**src/rtl/ecs_pkg.sv**
```systemverilog
package ecs_pkg;

  typedef enum logic {
    SCAN_IDLE = 1'b0,
    SCAN_RUN  = 1'b1
  } scan_st_e;

  // Sign bit of a two's-complement word marks a negative coefficient
  function automatic logic word_is_neg(input logic msb);
    return msb;
  endfunction

endpackage

```
**src/rtl/ecs_rst_sync.sv**
```systemverilog
module ecs_rst_sync #(
  parameter int STAGES = 2
) (
  input  logic clk,
  input  logic rst_n,
  output logic rst_n_sync
);

  logic [STAGES-1:0] sync_q;
  logic [STAGES-1:0] sync_d;

  always_comb begin
    sync_d = {sync_q[STAGES-2:0], 1'b1};
  end

  always_ff @(posedge clk or negedge rst_n) begin
    if (!rst_n) begin
      sync_q <= '0;
    end else begin
      sync_q <= sync_d;
    end
  end

  assign rst_n_sync = sync_q[STAGES-1];

endmodule

```
**src/rtl/ecs_scan_ctrl.sv**
```systemverilog
module ecs_scan_ctrl
  import ecs_pkg::*;
#(
  parameter int N_COEF = 6,
  localparam int CW = $clog2(N_COEF)
) (
  input  logic          clk,
  input  logic          rst_n,
  input  logic          start,
  input  logic          coef_vld,
  output logic          busy,
  output logic          take,
  output logic          first,
  output logic          last,
  output logic [CW-1:0] col_idx,
  output logic          done
);

  localparam logic [CW-1:0] LAST_IDX = CW'(N_COEF - 1);

  scan_st_e      st_q, st_d;
  logic [CW-1:0] cnt_q, cnt_d;
  logic          done_q, done_d;
  logic          cnt_en;

  // A coefficient is taken only inside a scan and never alongside a restart
  assign take  = (st_q == SCAN_RUN) && coef_vld && !start;
  assign first = (cnt_q == '0);
  assign last  = (cnt_q == LAST_IDX);

  always_comb begin
    st_d   = st_q;
    cnt_d  = cnt_q;
    cnt_en = 1'b0;
    done_d = 1'b0;
    if (start) begin
      st_d   = SCAN_RUN;
      cnt_d  = '0;
      cnt_en = 1'b1;
    end else if (take) begin
      cnt_en = 1'b1;
      if (last) begin
        st_d   = SCAN_IDLE;
        cnt_d  = '0;
        done_d = 1'b1;
      end else begin
        cnt_d = cnt_q + 1'b1;
      end
    end
  end

  always_ff @(posedge clk or negedge rst_n) begin
    if (!rst_n) begin
      st_q   <= SCAN_IDLE;
      cnt_q  <= '0;
      done_q <= 1'b0;
    end else begin
      st_q   <= st_d;
      done_q <= done_d;
      if (cnt_en) begin
        cnt_q <= cnt_d;
      end
    end
  end

  assign busy    = (st_q == SCAN_RUN);
  assign col_idx = cnt_q;
  assign done    = done_q;


  done_single_chk: assert property (@(posedge clk) disable iff (!rst_n)
    done |=> !done);


  done_idle_chk: assert property (@(posedge clk) disable iff (!rst_n)
    done |-> !busy);


  idle_quiet_chk: assert property (@(posedge clk) disable iff (!rst_n)
    (!busy && !start) |=> (!busy && !done));


  count_range_chk: assert property (@(posedge clk) disable iff (!rst_n)
    ({1'b0, cnt_q} < (CW+1)'(N_COEF)));


  gap_hold_chk: assert property (@(posedge clk) disable iff (!rst_n)
    (busy && !coef_vld && !start) |=> ($stable(cnt_q) && busy));

endmodule

```
**src/rtl/ecs_min_track.sv**
```systemverilog
module ecs_min_track
  import ecs_pkg::*;
#(
  parameter int N_COEF = 6,
  parameter int COEF_W = 32,
  localparam int CW = $clog2(N_COEF)
) (
  input  logic              clk,
  input  logic              rst_n,
  input  logic              take,
  input  logic              first,
  input  logic              last,
  input  logic [CW-1:0]     col_idx,
  input  logic [COEF_W-1:0] coef,
  output logic              optimal,
  output logic [CW-1:0]     pivot_col
);

  logic signed [COEF_W-1:0] min_q, min_d;
  logic [CW-1:0]            idx_q, idx_d;
  logic                     neg_q, neg_d;
  logic                     opt_q, opt_d;
  logic [CW-1:0]            col_q, col_d;
  logic                     run_en;
  logic                     res_en;
  logic                     new_min;

  // Strictly smaller replaces; column 0 always seeds the running minimum
  always_comb begin
    new_min = first || ($signed(coef) < min_q);
    run_en  = take;
    res_en  = take && last;
    min_d   = new_min ? $signed(coef) : min_q;
    idx_d   = new_min ? col_idx : idx_q;
    neg_d   = (first ? 1'b0 : neg_q) | word_is_neg(coef[COEF_W-1]);
    opt_d   = !neg_d;
    col_d   = idx_d;
  end

  always_ff @(posedge clk or negedge rst_n) begin
    if (!rst_n) begin
      min_q <= '0;
      idx_q <= '0;
      neg_q <= 1'b0;
    end else if (run_en) begin
      min_q <= min_d;
      idx_q <= idx_d;
      neg_q <= neg_d;
    end
  end

  always_ff @(posedge clk or negedge rst_n) begin
    if (!rst_n) begin
      opt_q <= 1'b0;
      col_q <= '0;
    end else if (res_en) begin
      opt_q <= opt_d;
      col_q <= col_d;
    end
  end

  assign optimal   = opt_q;
  assign pivot_col = col_q;


  result_hold_chk: assert property (@(posedge clk) disable iff (!rst_n)
    !(take && last) |=> ($stable(opt_q) && $stable(col_q)));


  col_range_chk: assert property (@(posedge clk) disable iff (!rst_n)
    ({1'b0, col_q} < (CW+1)'(N_COEF)));


  tie_keep_chk: assert property (@(posedge clk) disable iff (!rst_n)
    (take && !first && ($signed(coef) == min_q)) |=> $stable(idx_q));


  opt_sign_chk: assert property (@(posedge clk) disable iff (!rst_n)
    (take && !first && neg_q) |=> neg_q);

endmodule

```
**src/rtl/ecs_entering_col.sv**
```systemverilog
module ecs_entering_col
  import ecs_pkg::*;
#(
  parameter int N_COEF = 6,
  parameter int COEF_W = 32,
  localparam int CW = $clog2(N_COEF)
) (
  input  logic              clk,
  input  logic              rst_n,
  input  logic              start,
  input  logic              coef_vld,
  input  logic [COEF_W-1:0] coef_dat,
  output logic              busy,
  output logic              done,
  output logic              optimal,
  output logic [CW-1:0]     pivot_col
);

  logic          rst_n_i;
  logic          take;
  logic          first;
  logic          last;
  logic [CW-1:0] col_idx;

  ecs_rst_sync #(.STAGES(2)) u_rst (
    .clk        (clk),
    .rst_n      (rst_n),
    .rst_n_sync (rst_n_i)
  );

  ecs_scan_ctrl #(.N_COEF(N_COEF)) u_ctrl (
    .clk      (clk),
    .rst_n    (rst_n_i),
    .start    (start),
    .coef_vld (coef_vld),
    .busy     (busy),
    .take     (take),
    .first    (first),
    .last     (last),
    .col_idx  (col_idx),
    .done     (done)
  );

  ecs_min_track #(.N_COEF(N_COEF), .COEF_W(COEF_W)) u_min (
    .clk       (clk),
    .rst_n     (rst_n_i),
    .take      (take),
    .first     (first),
    .last      (last),
    .col_idx   (col_idx),
    .coef      (coef_dat),
    .optimal   (optimal),
    .pivot_col (pivot_col)
  );


  out_change_chk: assert property (@(posedge clk) disable iff (!rst_n_i)
    (!$stable(pivot_col) || !$stable(optimal)) |-> done);

endmodule

```
**config.mk**
```make
export PLATFORM = sky130hd
export DESIGN_NAME = ecs_entering_col
export DESIGN_NICKNAME = d
export VERILOG_FILES = /design/src/rtl/ecs_pkg.sv /design/src/rtl/ecs_rst_sync.sv /design/src/rtl/ecs_scan_ctrl.sv /design/src/rtl/ecs_min_track.sv /design/src/rtl/ecs_entering_col.sv
export SDC_FILE = /design/constraint.sdc
export NUM_CORES = 1
export LEC_CHECK = 0
export BUFFER_PORTS_ARGS = -buffer_cell sky130_fd_sc_hd__buf_4
export CAP_MARGIN = 10
export CORE_MARGIN = 4
export CORE_UTILIZATION = 36
export CTS_BUF_LIST = sky130_fd_sc_hd__clkbuf_4 sky130_fd_sc_hd__clkbuf_8
export CTS_CLUSTER_DIAMETER = 30
export DETAILED_ROUTE_END_ITERATION = 16
export PLACE_DENSITY = 0.66
export SYNTH_ARGS = -nofsm -noshare
export SYNTH_HDL_FRONTEND = slang
export SYNTH_SLANG_ARGS = --single-unit
```
**constraint.sdc**
```tcl
create_clock -name clk -period 3.85 [get_ports clk]
set_input_delay 0.77 -clock clk [delete_from_list [all_inputs] [get_ports clk]]
set_output_delay 0.77 -clock clk [all_outputs]
set_load 0.1 [all_outputs]
```
==> flow_summary.ini <==
[power]
clkPwrFrac_pct = 24.4
ir_worst_vdd_uv = 180.9
p_seq_share_pct = 43.1
p_int_mw = 1.099
power_density_nw_per_um2 = 482.5
p_leak_nw = 1.714
swShare_pct = 29.54
power_switching_mw = 0.4609
comb_power_share_pct = 32.5

[placed_design]
dpl.hpwl_um = 3736
dp_slack_ps = 701.7
gp_congestion = 0.7133
portBuffers = 41
dp_cells = 369

[floorplan]
die_width_um = 94.55
die_height_um = 94.55
initial_utilization_pct = 37.17
ios = 42
core_area_sq_um = 7253
die_area_sq_um = 8939
rows = 31

[clock_network]
cts_tree = built
cts.sinks = 47
cts_resized = 0
clk_latency_ps = 310
root_buffer = clkbuf_8
path_clk_slew_ps = 80
ctsHoldBuffers = 0
cts_buffer_depth = 2
cts_made_buffers = 5
htreeDepth = 2
postCtsSetupBuffers = 0

[global_routing]
grt_max_degree = 46
grt_pass1_vias = 1930
grtUsageTotal_pct = 12.28
grt.overflow.total = 0
antenna_found_initial = 0
grt_pass1_wl_um = 8756

[drt]
drt_first_pass_iters = 3
via_per_inst = 4.870
num_vias = 1836
drcViolationCount = 0
antenna_left = 0
drt_iter0_markers = 40
routed_wl_um = 5007
wire_per_inst_um = 13.28

[yosys]
ys_warn_count = 0
async_reset_ff_share_pct = 100.0
syn-cell-area_sq_um = 2696
postSynthAreaPerCell_sq_um = 11.67
synth_enable_flop_cells = 0
syn_nets = 298
synth_seq_cells = 47
synthFlopType = dfrtp_1
synthTopCellsByCount = 47 x dfrtp_1, 35 x inv_1, 31 x ha_1
yosysSeqAreaShare_pct = 43.62
synth_top_area_share_pct = 43.62
synth.most_common_cell = dfrtp_1
ys_top_cells_by_area = dfrtp_1 44%, mux2_4 15%, ha_1 14%
syn_inst = 231
ys_types = 35
yosys.area.top_type = dfrtp_1

[timing]
clock.fmax_ghz = 0.3526
setup_tns_ps = 0
fin_crit_sh_pct = 73.66
fin_ws_ps = 1014
finalHoldViolations = 0
setup_violations = 0
slew_viol_final = 0
slew_headroom_pct = 33.92
clock_skew_ps = 16.00
rsz0062_at_grt = false
period_needed_ps = 2836
worstMarginPinSlew_ps = 991.3

[status]
status = finished, final reports clean

[worst_setup_path]
cp-end-kind = flop
start_kind = primary input
critical-path-max-stage-delay_ps = 360
crit_chain = buf_4 -> ha_1 -> nand4_1 -> a2111oi_0 -> a21oi_1 -> o22ai_1 -> o41ai_4 -> o21ai_4 -> buf_12 -> mux2_2
regToRegSetupSlack_ps = 1210
path_depth = 10
crit_arrival_ps = 3020
critPathRequiredTime_ps = 4030
crit_type = primary input to flop
cpLargestDelayFamily = compound AO/OA/AOI/OAI gates
reg2regPathDepth = 10
path_buf_inv = 2
crit_path_max_fanout = 32
regToRegEndpoint = u_min.min_q[3]
cpMaxStageDelayCell = mux2_2
r2r_start = u_min.min_q[11]

[final_layout]
final_cell_count_no_fill = 377
drive_gt1_share_pct = 30.58
n_antenna_cell = 0
nFillCells = 685
nets = 344
syn2layout_area_growth_pct = 19.91

[job]
maxCapViolations = 0

[hold_path]
hp-class = primary input to async pin
## registers in the layout (all words and copies together) (netlist names)
| signal | flops |
|---|---|
| u_min.idx_q | 3 |
| u_ctrl.done | 1 |
| u_min.pivot_col | 3 |
| u_ctrl.col_idx | 3 |
| u_min.min_q | 32 |
| u_min.optimal | 1 |
| u_ctrl.busy | 1 |
| u_min.neg_q | 1 |
| u_rst.sync_q | 2 |
## worst max path at each step
stage,start,endpoint,slack [ps]
2_1_floorplan,coef_dat[21],u_min.min_q[10],1030
3_3_place_gp,coef_dat[11],u_min.min_q[5],720
3_5_place_dp,coef_dat[11],u_min.min_q[5],700
4_1_cts,coef_dat[11],u_min.min_q[2],980
5_1_grt,coef_dat[11],u_min.min_q[1],760
6_report,coef_dat[11],u_min.min_q[3],1010
## worst register-to-register path: cells and delay by family (launching register included)
kind | cells | cell delay, ps
simple gates | 1 | 160
fa+ha+maj | 1 | 300
compound gates | 5 | 1030
flops | 1 | 350
mux | 1 | 370
buf+inv | 2 | 320
## power groups by stage
stage | Sequential [mW] | Clock [mW] | Combinational, mW
after floorplan | 0.670 | 0 | 0.394
after global placement | 0.677 | 0 | 0.492
after detailed placement | 0.680 | 0 | 0.512
after CTS | 0.673 | 0.389 | 0.515
after global routing | 0.690 | 0.405 | 0.583
final | 0.673 | 0.380 | 0.508
## metrics by stage
| step | instance area [sq um] | hold WS, ps | utilization, % | total power, mW |
|---|---|---|---|---|
| global placement | 3115 | 337.6 | 42.95 | 1.169 |
| CTS | 3233 | 231.0 | 44.57 | 1.577 |
| detailed placement | 3115 | 344.1 | 42.95 | 1.192 |
| finish | 3233 | 241.3 | 44.57 | 1.560 |
| floorplan | 2696 | 331.2 | - | 1.063 |
| global route | 3233 | 225.6 | 44.57 | 1.678 |
## cells in the final DEF, fill, tap and decap left out, drive strengths merged, types with 4 or more instances in the layout
master / netlist / final
nor2: 12 / 12
nand2: 12 / 12
a22o: 4 / 4
buf: 3 / 42
mux2: 32 / 32
dfrtp: 47 / 47
a21oi: 14 / 14
o21ai: 5 / 5
clkbuf: 0 / 6
nand3: 4 / 4
nand4: 5 / 5
ha: 31 / 31
inv: 35 / 35
## routing by layer
layer / up-vias / share of wire [%] / global-route usage, % / wire, um
met4: 0 / 1.4 / 4.327 / 72
met5: - / 0 / 0 / 0
met1: 904 / 46 / 15.53 / 2288
met2: 30 / 48 / 20.39 / 2418
met3: 9 / 4.5 / 3.108 / 227
li1: 893 / - / - / -
## kinds of logic after synthesis
| family | after synthesis | share of synthesized area, % |
|---|---|---|
| DFF | 47 | 43.62 |
| and+or+nand+nor | 45 | 8.306 |
| buffers and inverters | 38 | 6.125 |
| AOI/OAI and AO/OA | 36 | 9.978 |
| muxes | 32 | 17.12 |
| adders and majority gates | 31 | 14.39 |
| other | 1 | 0.1391 |
| xor gates and xnor gates | 1 | 0.3249 |
## cell type report
type	instances	area (sq um)	share of cell area, %
clock buffers	6	82.58	2.554
clock inverters	2	35.03	1.084
inverters	35	131.4	4.063
multi-input cells	146	1355	41.91
flip-flops and latches	47	1177	36.42
well taps	99	123.9	3.831
repair buffers	42	327.8	10.14
Power figures use the tool's default switching activity.
